**config.mk**
```make
export PLATFORM = sky130hd
export DESIGN_NAME = pbs_sram
export DESIGN_NICKNAME = d
export VERILOG_FILES = /design/src/rtl/pbs_pkg.sv /design/src/rtl/pbs_ctrl.sv /design/src/rtl/pbs_array.sv /design/src/rtl/pbs_outpipe.sv /design/src/rtl/pbs_sram.sv
export SDC_FILE = /design/constraint.sdc
export NUM_CORES = 2
export LEC_CHECK = 0
export BUFFER_PORTS_ARGS = -buffer_cell sky130_fd_sc_hd__buf_2
export CORE_UTILIZATION = 50
export DETAILED_ROUTE_END_ITERATION = 8
export PLACE_DENSITY = 0.65
export REMOVE_ABC_BUFFERS = 1
export SYNTH_ARGS = -nofsm -noshare
export SYNTH_HDL_FRONTEND = slang
export SYNTH_MEMORY_MAX_BITS = 65536
export SYNTH_SLANG_ARGS = --single-unit
```
**constraint.sdc**
```tcl
create_clock -name clk -period 3.2 [get_ports clk]
set_clock_uncertainty 0.05 [all_clocks]
set_input_delay 0.64 -clock clk [delete_from_list [all_inputs] [get_ports clk]]
set_output_delay 0.64 -clock clk [all_outputs]
set_load 0.01 [all_outputs]
```
**src/rtl/pbs_pkg.sv**
```systemverilog
package pbs_pkg;
  parameter int unsigned BURST_W = 2;

  // Low address bits of a burst beat: linear adds, interleaved XORs.
  function automatic logic [BURST_W-1:0] burst_lo(input logic [BURST_W-1:0] base,
                                                  input logic [BURST_W-1:0] cnt,
                                                  input logic lin);
    burst_lo = lin ? (base + cnt) : (base ^ cnt);
  endfunction
endpackage

```
**src/rtl/pbs_ctrl.sv**
```systemverilog
module pbs_ctrl #(
  parameter int ADDR_W = 7,
  parameter int LANES  = 4,
  parameter int LANE_W = 9,
  localparam int DATA_W = LANES * LANE_W
) (
  input  logic              clk,
  input  logic              rst,
  input  logic [ADDR_W-1:0] addr_i,
  input  logic              proc_stb_n,
  input  logic              ctrl_stb_n,
  input  logic              adv_n,
  input  logic              sel_a_n,
  input  logic              sel_b,
  input  logic              sel_c_n,
  input  logic              all_wr_n,
  input  logic              lane_wr_en_n,
  input  logic [LANES-1:0]  lane_we_n,
  input  logic [DATA_W-1:0] wdata,
  input  logic              burst_lin,
  output logic [ADDR_W-1:0] acc_addr,
  output logic              acc_rd,
  output logic              acc_wr,
  output logic              acc_dsel,
  output logic [LANES-1:0]  acc_mask,
  output logic [DATA_W-1:0] acc_wdata
);
  localparam int BW = pbs_pkg::BURST_W;

  logic              active;
  logic [ADDR_W-1:0] base;
  logic [BW-1:0]     cnt;

  logic              start_c, sel_c, wq_c;
  logic [LANES-1:0]  mask_c;
  logic [BW-1:0]     cnt_nxt;
  logic [ADDR_W-1:0] adv_addr;

  always_comb begin
    start_c  = !proc_stb_n || !ctrl_stb_n;
    sel_c    = !sel_a_n && sel_b && !sel_c_n;
    if (!all_wr_n)          mask_c = '1;
    else if (!lane_wr_en_n) mask_c = ~lane_we_n;
    else                    mask_c = '0;
    wq_c     = |mask_c;
    cnt_nxt  = cnt + 1'b1;
    adv_addr = {base[ADDR_W-1:BW], pbs_pkg::burst_lo(base[BW-1:0], cnt_nxt, burst_lin)};
  end

  always_ff @(posedge clk) begin
    acc_mask  <= mask_c;
    acc_wdata <= wdata;
    if (rst) begin
      active   <= 1'b0;
      base     <= '0;
      cnt      <= '0;
      acc_addr <= '0;
      acc_rd   <= 1'b0;
      acc_wr   <= 1'b0;
      acc_dsel <= 1'b0;
    end else if (start_c) begin
      if (sel_c) begin
        active   <= 1'b1;
        base     <= addr_i;
        cnt      <= '0;
        acc_addr <= addr_i;
        acc_rd   <= !proc_stb_n || !wq_c;
        acc_wr   <= proc_stb_n && wq_c;
        acc_dsel <= 1'b0;
      end else begin
        active   <= 1'b0;
        acc_rd   <= 1'b0;
        acc_wr   <= 1'b0;
        acc_dsel <= 1'b1;
      end
    end else if (!adv_n && active) begin
      cnt      <= cnt_nxt;
      acc_addr <= adv_addr;
      acc_rd   <= !wq_c;
      acc_wr   <= wq_c;
      acc_dsel <= 1'b0;
    end else begin
      acc_rd   <= 1'b0;
      acc_wr   <= 1'b0;
      acc_dsel <= 1'b0;
    end
  end
endmodule

```
**src/rtl/pbs_array.sv**
```systemverilog
module pbs_array #(
  parameter int ADDR_W = 7,
  parameter int LANES  = 4,
  parameter int LANE_W = 9,
  localparam int DATA_W = LANES * LANE_W,
  localparam int DEPTH  = 1 << ADDR_W
) (
  input  logic              clk,
  input  logic [ADDR_W-1:0] acc_addr,
  input  logic              acc_rd,
  input  logic              acc_wr,
  input  logic [LANES-1:0]  acc_mask,
  input  logic [DATA_W-1:0] acc_wdata,
  output logic [DATA_W-1:0] rd_q
);
  // One simple-port RAM per lane so each maps to its own block RAM.
  for (genvar g = 0; g < LANES; g++) begin : g_lane
    logic [LANE_W-1:0] mem [DEPTH];
    always_ff @(posedge clk) begin
      if (acc_wr && acc_mask[g])
        mem[acc_addr] <= acc_wdata[g*LANE_W +: LANE_W];
      if (acc_rd)
        rd_q[g*LANE_W +: LANE_W] <= mem[acc_addr];
    end
  end
endmodule

```
**src/rtl/pbs_outpipe.sv**
```systemverilog
module pbs_outpipe #(
  parameter int DATA_W = 36
) (
  input  logic              clk,
  input  logic              rst,
  input  logic              acc_rd,
  input  logic              acc_dsel,
  input  logic [DATA_W-1:0] rd_q,
  input  logic              oe_n,
  output logic              m_rd,
  output logic              q_valid,
  output logic              q_tail,
  output logic [DATA_W-1:0] q_data,
  output logic [DATA_W-1:0] dq_out,
  output logic              dq_drive
);
  logic m_dsel;

  always_ff @(posedge clk) begin
    if (rst) begin
      m_rd    <= 1'b0;
      m_dsel  <= 1'b0;
      q_valid <= 1'b0;
      q_tail  <= 1'b0;
      q_data  <= '0;
    end else begin
      m_rd    <= acc_rd;
      m_dsel  <= acc_dsel;
      q_valid <= m_rd;
      // Extra drive cycle only when a deselect ends a driven stream.
      q_tail  <= m_dsel && q_valid;
      if (m_rd) q_data <= rd_q;
    end
  end

  always_comb begin
    dq_drive = (q_valid || q_tail) && !oe_n;
    dq_out   = dq_drive ? q_data : '0;
  end
endmodule

```
**src/rtl/pbs_sram.sv**
```systemverilog
module pbs_sram #(
  parameter int ADDR_W = 7,
  parameter int LANES  = 4,
  parameter int LANE_W = 9,
  localparam int DATA_W = LANES * LANE_W
) (
  input  logic              clk,
  input  logic              rst,
  input  logic [ADDR_W-1:0] addr_i,
  input  logic              proc_stb_n,
  input  logic              ctrl_stb_n,
  input  logic              adv_n,
  input  logic              sel_a_n,
  input  logic              sel_b,
  input  logic              sel_c_n,
  input  logic              all_wr_n,
  input  logic              lane_wr_en_n,
  input  logic [LANES-1:0]  lane_we_n,
  input  logic [DATA_W-1:0] wdata,
  input  logic              burst_lin,
  input  logic              oe_n,
  output logic [DATA_W-1:0] dq_out,
  output logic              dq_drive
);
  logic [ADDR_W-1:0] acc_addr;
  logic              acc_rd, acc_wr, acc_dsel;
  logic [LANES-1:0]  acc_mask;
  logic [DATA_W-1:0] acc_wdata;
  logic [DATA_W-1:0] rd_q;
  logic              m_rd, q_valid, q_tail;
  logic [DATA_W-1:0] q_data;

  pbs_ctrl #(.ADDR_W(ADDR_W), .LANES(LANES), .LANE_W(LANE_W)) ctrl_i (
    .clk(clk), .rst(rst), .addr_i(addr_i),
    .proc_stb_n(proc_stb_n), .ctrl_stb_n(ctrl_stb_n), .adv_n(adv_n),
    .sel_a_n(sel_a_n), .sel_b(sel_b), .sel_c_n(sel_c_n),
    .all_wr_n(all_wr_n), .lane_wr_en_n(lane_wr_en_n), .lane_we_n(lane_we_n),
    .wdata(wdata), .burst_lin(burst_lin),
    .acc_addr(acc_addr), .acc_rd(acc_rd), .acc_wr(acc_wr), .acc_dsel(acc_dsel),
    .acc_mask(acc_mask), .acc_wdata(acc_wdata)
  );

  pbs_array #(.ADDR_W(ADDR_W), .LANES(LANES), .LANE_W(LANE_W)) array_i (
    .clk(clk), .acc_addr(acc_addr), .acc_rd(acc_rd), .acc_wr(acc_wr),
    .acc_mask(acc_mask), .acc_wdata(acc_wdata), .rd_q(rd_q)
  );

  pbs_outpipe #(.DATA_W(DATA_W)) out_i (
    .clk(clk), .rst(rst), .acc_rd(acc_rd), .acc_dsel(acc_dsel), .rd_q(rd_q),
    .oe_n(oe_n), .m_rd(m_rd), .q_valid(q_valid), .q_tail(q_tail),
    .q_data(q_data), .dq_out(dq_out), .dq_drive(dq_drive)
  );
endmodule

```
==> impl_metrics.toml <==
[detailed_routing]
wl_per_cell_um = 36.04
ant_nets = 0
drtIter0Drc = 20293
via_count = 119089
drc = 0
via_per_inst = 6.797
wl_mm = 631.5
dr.pass1.iters = 7

[floorplanning]
die_y_um = 608.5
coreArea_um2 = 365800
initial_core_util_pct = 50.27
dieArea_um2 = 370300
rows = 222
io_pins = 96
die_w_um = 608.5

[clock_tree]
clk_latency_ns = 1.02
cts_buffer_depth = 4
cts_tree = "built"
cts-root-buf = "clkbuf_16"
cts_htree_levels = 5
clkTransAtPathRegs_ns = 0.06
cts_buffers = 471
cts.sinks = 4744

[critical_path]
required_ns = 4.02
r2r-start = "ctrl_i.acc_addr[3]$_SDFFE_PP0P_"
slowest_stage = "nor2_2"
rr_worst_depth = 8
start_kind = "register"
crit_fanout = 14
rr_endpoint = "array_i.rd_q[35]$_DFFE_PP_"
cp.buffers_inverters = 3
r2r_slack_ns = -0.12
cp_cell_sequence = "inv_4 > buf_4 > nand2_4 > nor2_2 > buf_4 > o21ai_0 > o2111ai_1 > nand4b_1"
crit_arrival_ns = 4.14
cp_common_cell = "buf_4"
crit_path_end_kind = "register"
critical-path-max-stage-delay_ns = 1.25
worstSetupPathType = "register to register"
critPathTopFamily = "simple AND/OR/NAND/NOR gates"

[yosys]
synth_ff_type = "edfxtp_1"
yosysTopAreaCellShare_pct = 75.83
yosys-top-cells-area = "edfxtp_1, a22oi_1, mux2i_1"
syn_inst = 11085
async_reset_ff_share_pct = 0
yosysMostFrequentCell = "edfxtp_1"
yosys_warnings = 0
synth_edf_count = 4644
yosysUniqueCellTypes = 85
ys_seq_area_share_pct = 76.91
syn_avg_cell_area_um2 = 16.59
ys_seq_elements = 4744
synth_top_cell_by_area = "edfxtp_1"
synthTopCellsByCount = "edfxtp_1, nor2_1, a22oi_1, a21oi_1, mux2i_1"
syn-cell-area_um2 = 183900

[timing]
final-hold-violation-count = 0
final.period_utilization_pct = 103.7
fmax_mhz = 301.5
setup_slack_ns = -0.1173
drv_slew = 7
worst_pin_slew_ns = 1.598
fin_crit_ns = 3.317
setup_viol = 18
maxSlewHeadroom_pct = -6.627
hold_slack_ns = 0.06503

[hold_path]
hold_end = "ctrl_i.base[3]$_SDFFE_PP0P_"
min_path_cells = 5
min-delay-start = "sel_c_n"
hold_class = "primary input to register"

[power_and_ir_drop]
p_per_area_nw_per_um2 = 601.3
p_leak_nw = 69.00
power_mw = 130.7
peakVddDrop_uv = 520.1

[grt]
met2_usage_pct = 50.25
grt_use_total_pct = 33.19
gr-usage-met1_pct = 44.88
top_usage_layer = "met2"
grt_use_met3_pct = 8.052
overflow = 0
antenna_found_initial = 33
grt_first_pass_wirelength_mm = 873.0
grt_max_degree = 129
grt_pass1_vias = 113978

[placed_design]
portBuffers = 95
dp_hpwl_mm = 394.9
gp_congestion = 0.9288

[cells_and_area]
nNetsFinal = 12332
final_util_pct = 59.42
area_growth_pct = 18.19
drive_gt1_share_pct = 21.22
fillCellCount = 26694

[outcome]
violations = "capacitance limit, slew limit, setup timing"
status = "finished, violations left"

[flow_run]
maxCapViolCount = 1
[cell type report]
| type | instances | area [um^2] | share of cell area, % |
|---|---|---|---|
| Clock inverter | 269 | 2515 | 1.157 |
| Antenna cell | 40 | 100.1 | 0.04605 |
| Multi-Input combinational cell | 5419 | 39250 | 18.06 |
| Clock buffer | 596 | 12400 | 5.705 |
| Inverter | 12 | 78.83 | 0.03627 |
| Sequential cell | 4744 | 141600 | 65.16 |
| Timing Repair Buffer | 1624 | 15360 | 7.068 |
| Tap cell | 4816 | 6026 | 2.772 |
[worst max-delay path by stage]
stage                               startpoint                                      to  slack [ns]  depth (start not counted)
5_1_grt        ctrl_i.acc_addr[1]$_SDFFE_PP0P_              array_i.rd_q[12]$_DFFE_PP_      -0.008                         11
6_report       ctrl_i.acc_addr[3]$_SDFFE_PP0P_              array_i.rd_q[35]$_DFFE_PP_       -0.12                          8
3_5_place_dp   ctrl_i.acc_addr[1]$_SDFFE_PP0P_              array_i.rd_q[33]$_DFFE_PP_       -0.55                          8
4_1_cts        ctrl_i.acc_addr[1]$_SDFFE_PP0P_              array_i.rd_q[10]$_DFFE_PP_      -0.004                         10
3_3_place_gp   ctrl_i.acc_addr[1]$_SDFFE_PP0P_              array_i.rd_q[33]$_DFFE_PP_       -0.55                          8
2_1_floorplan  ctrl_i.acc_addr[1]$_SDFFE_PP0P_  array_i.g_lane[0].mem[13][0]$_DFFE_PP_      -99.86                          3
[stage by stage]
stage / instance area [um^2] / instances / setup TNS (ns) / worst slack (ns)
2_1_floorplan: 179800 / 10175 / - / -99.86
3_3_place_gp: 200500 / 16515 / -4.116 / -0.5539
3_5_place_dp: 200500 / 16516 / -4.397 / -0.5452
4_1_cts: 216600 / 17459 / -0.003935 / -0.003935
5_1_grt: 217300 / 17482 / -0.01618 / -0.008124
6_report: 217400 / 17520 / -0.4799 / -0.1173
[power breakdown]
group	total, mW	leakage, nW	internal [mW]	switching [mW]
Combinational	7.62	19.2	2.50	5.12
Sequential	68.7	42.6	68.2	0.461
Clock	54.4	7.28	30.6	23.8
Total	131	69.0	101	29.4
[flip-flops by register name (all words and copies together) (netlist names), 2 cells and up]
| name | flops |
|---|---|
| ctrl_i.acc_mask | 4 |
| array_i.rd_q | 36 |
| ctrl_i.cnt | 2 |
| ctrl_i.acc_wdata | 36 |
| ctrl_i.base | 7 |
| array_i.g_lane.mem | 4608 |
| out_i.q_data | 36 |
| ctrl_i.acc_addr | 7 |
[worst reg2reg max path: cells and delay by family, from the launching register on]
kind	cells	cell delay, ns
AND/OR/NAND/NOR	3	1.63
buffers and inverters	3	0.63
flip-flops	1	0.45
AO/OA/AOI/OAI	2	0.43
[cells in the final DEF, fill, tap and decap left out, types with 28 or more instances in the layout]
| master | Yosys | routed |
|---|---|---|
| o211ai_1 | 32 | 32 |
| a21oi_1 | 578 | 571 |
| dfxtp_1 | 100 | 55 |
| o2bb2ai_1 | 99 | 99 |
| nand2_1 | 434 | 410 |
| nor2_1 | 702 | 689 |
| and2_1 | 92 | 85 |
| nand3_1 | 36 | 34 |
| buf_2 | 317 | 94 |
| clkbuf_1 | 402 | 115 |
| o32ai_1 | 65 | 60 |
| o22ai_1 | 249 | 246 |
| nor3_1 | 80 | 75 |
| o221ai_1 | 55 | 55 |
| buf_12 | 1 | 223 |
| or3_1 | 34 | 34 |
| mux4_2 | 97 | 97 |
| a21o_1 | 28 | 28 |
| nor2b_1 | 73 | 65 |
| buf_4 | 42 | 1220 |
| a221oi_1 | 422 | 410 |
| a22oi_1 | 612 | 610 |
| diode_2 | 0 | 40 |
| a22o_1 | 61 | 61 |
| a211oi_1 | 86 | 82 |
| edfxtp_1 | 4644 | 4644 |
| clkinv_2 | 0 | 80 |
| a221o_1 | 129 | 128 |
| dfxtp_4 | 0 | 45 |
| bufinv_16 | 0 | 41 |
| nand3b_1 | 40 | 40 |
| mux2i_1 | 454 | 452 |
| a222oi_1 | 57 | 57 |
| clkinv_1 | 3 | 110 |
| dlygate4sd3_1 | 0 | 55 |
| o21ai_0 | 315 | 312 |
| a211o_1 | 34 | 34 |
| clkbuf_16 | 0 | 483 |
| a31oi_1 | 85 | 85 |
| mux2_2 | 153 | 153 |
[metal layers]
layer | vias up | wire [um]
li1 | 47696 | -
met1 | 60241 | 224100
met2 | 9476 | 283100
met3 | 1658 | 86280
met4 | 18 | 37830
met5 | - | 111
[what timing repair did]
item	4_1_cts	5_1_grt
buffers inserted	21	13
hold endpoints to repair	53	0
gates cloned	2	8
hold buffers	55	0
pin swaps	9	10
setup endpoints to repair	31	74
gates resized for setup	63	57
[cell families (layout without fill, tap and decap cells)]
logic type,count (synthesis),count (layout),share of synthesized area [%]
flops,4744,4744,76.91
xor+xnor,3,3,0.01429
buf+inv,922,2501,2.253
fa+ha+maj,1,1,0.006802
mux,708,708,4.653
simple gates,1578,1578,3.827
compound gates,3129,3129,12.33
other cells,0,40,0
(Power assumes the default switching activity.)
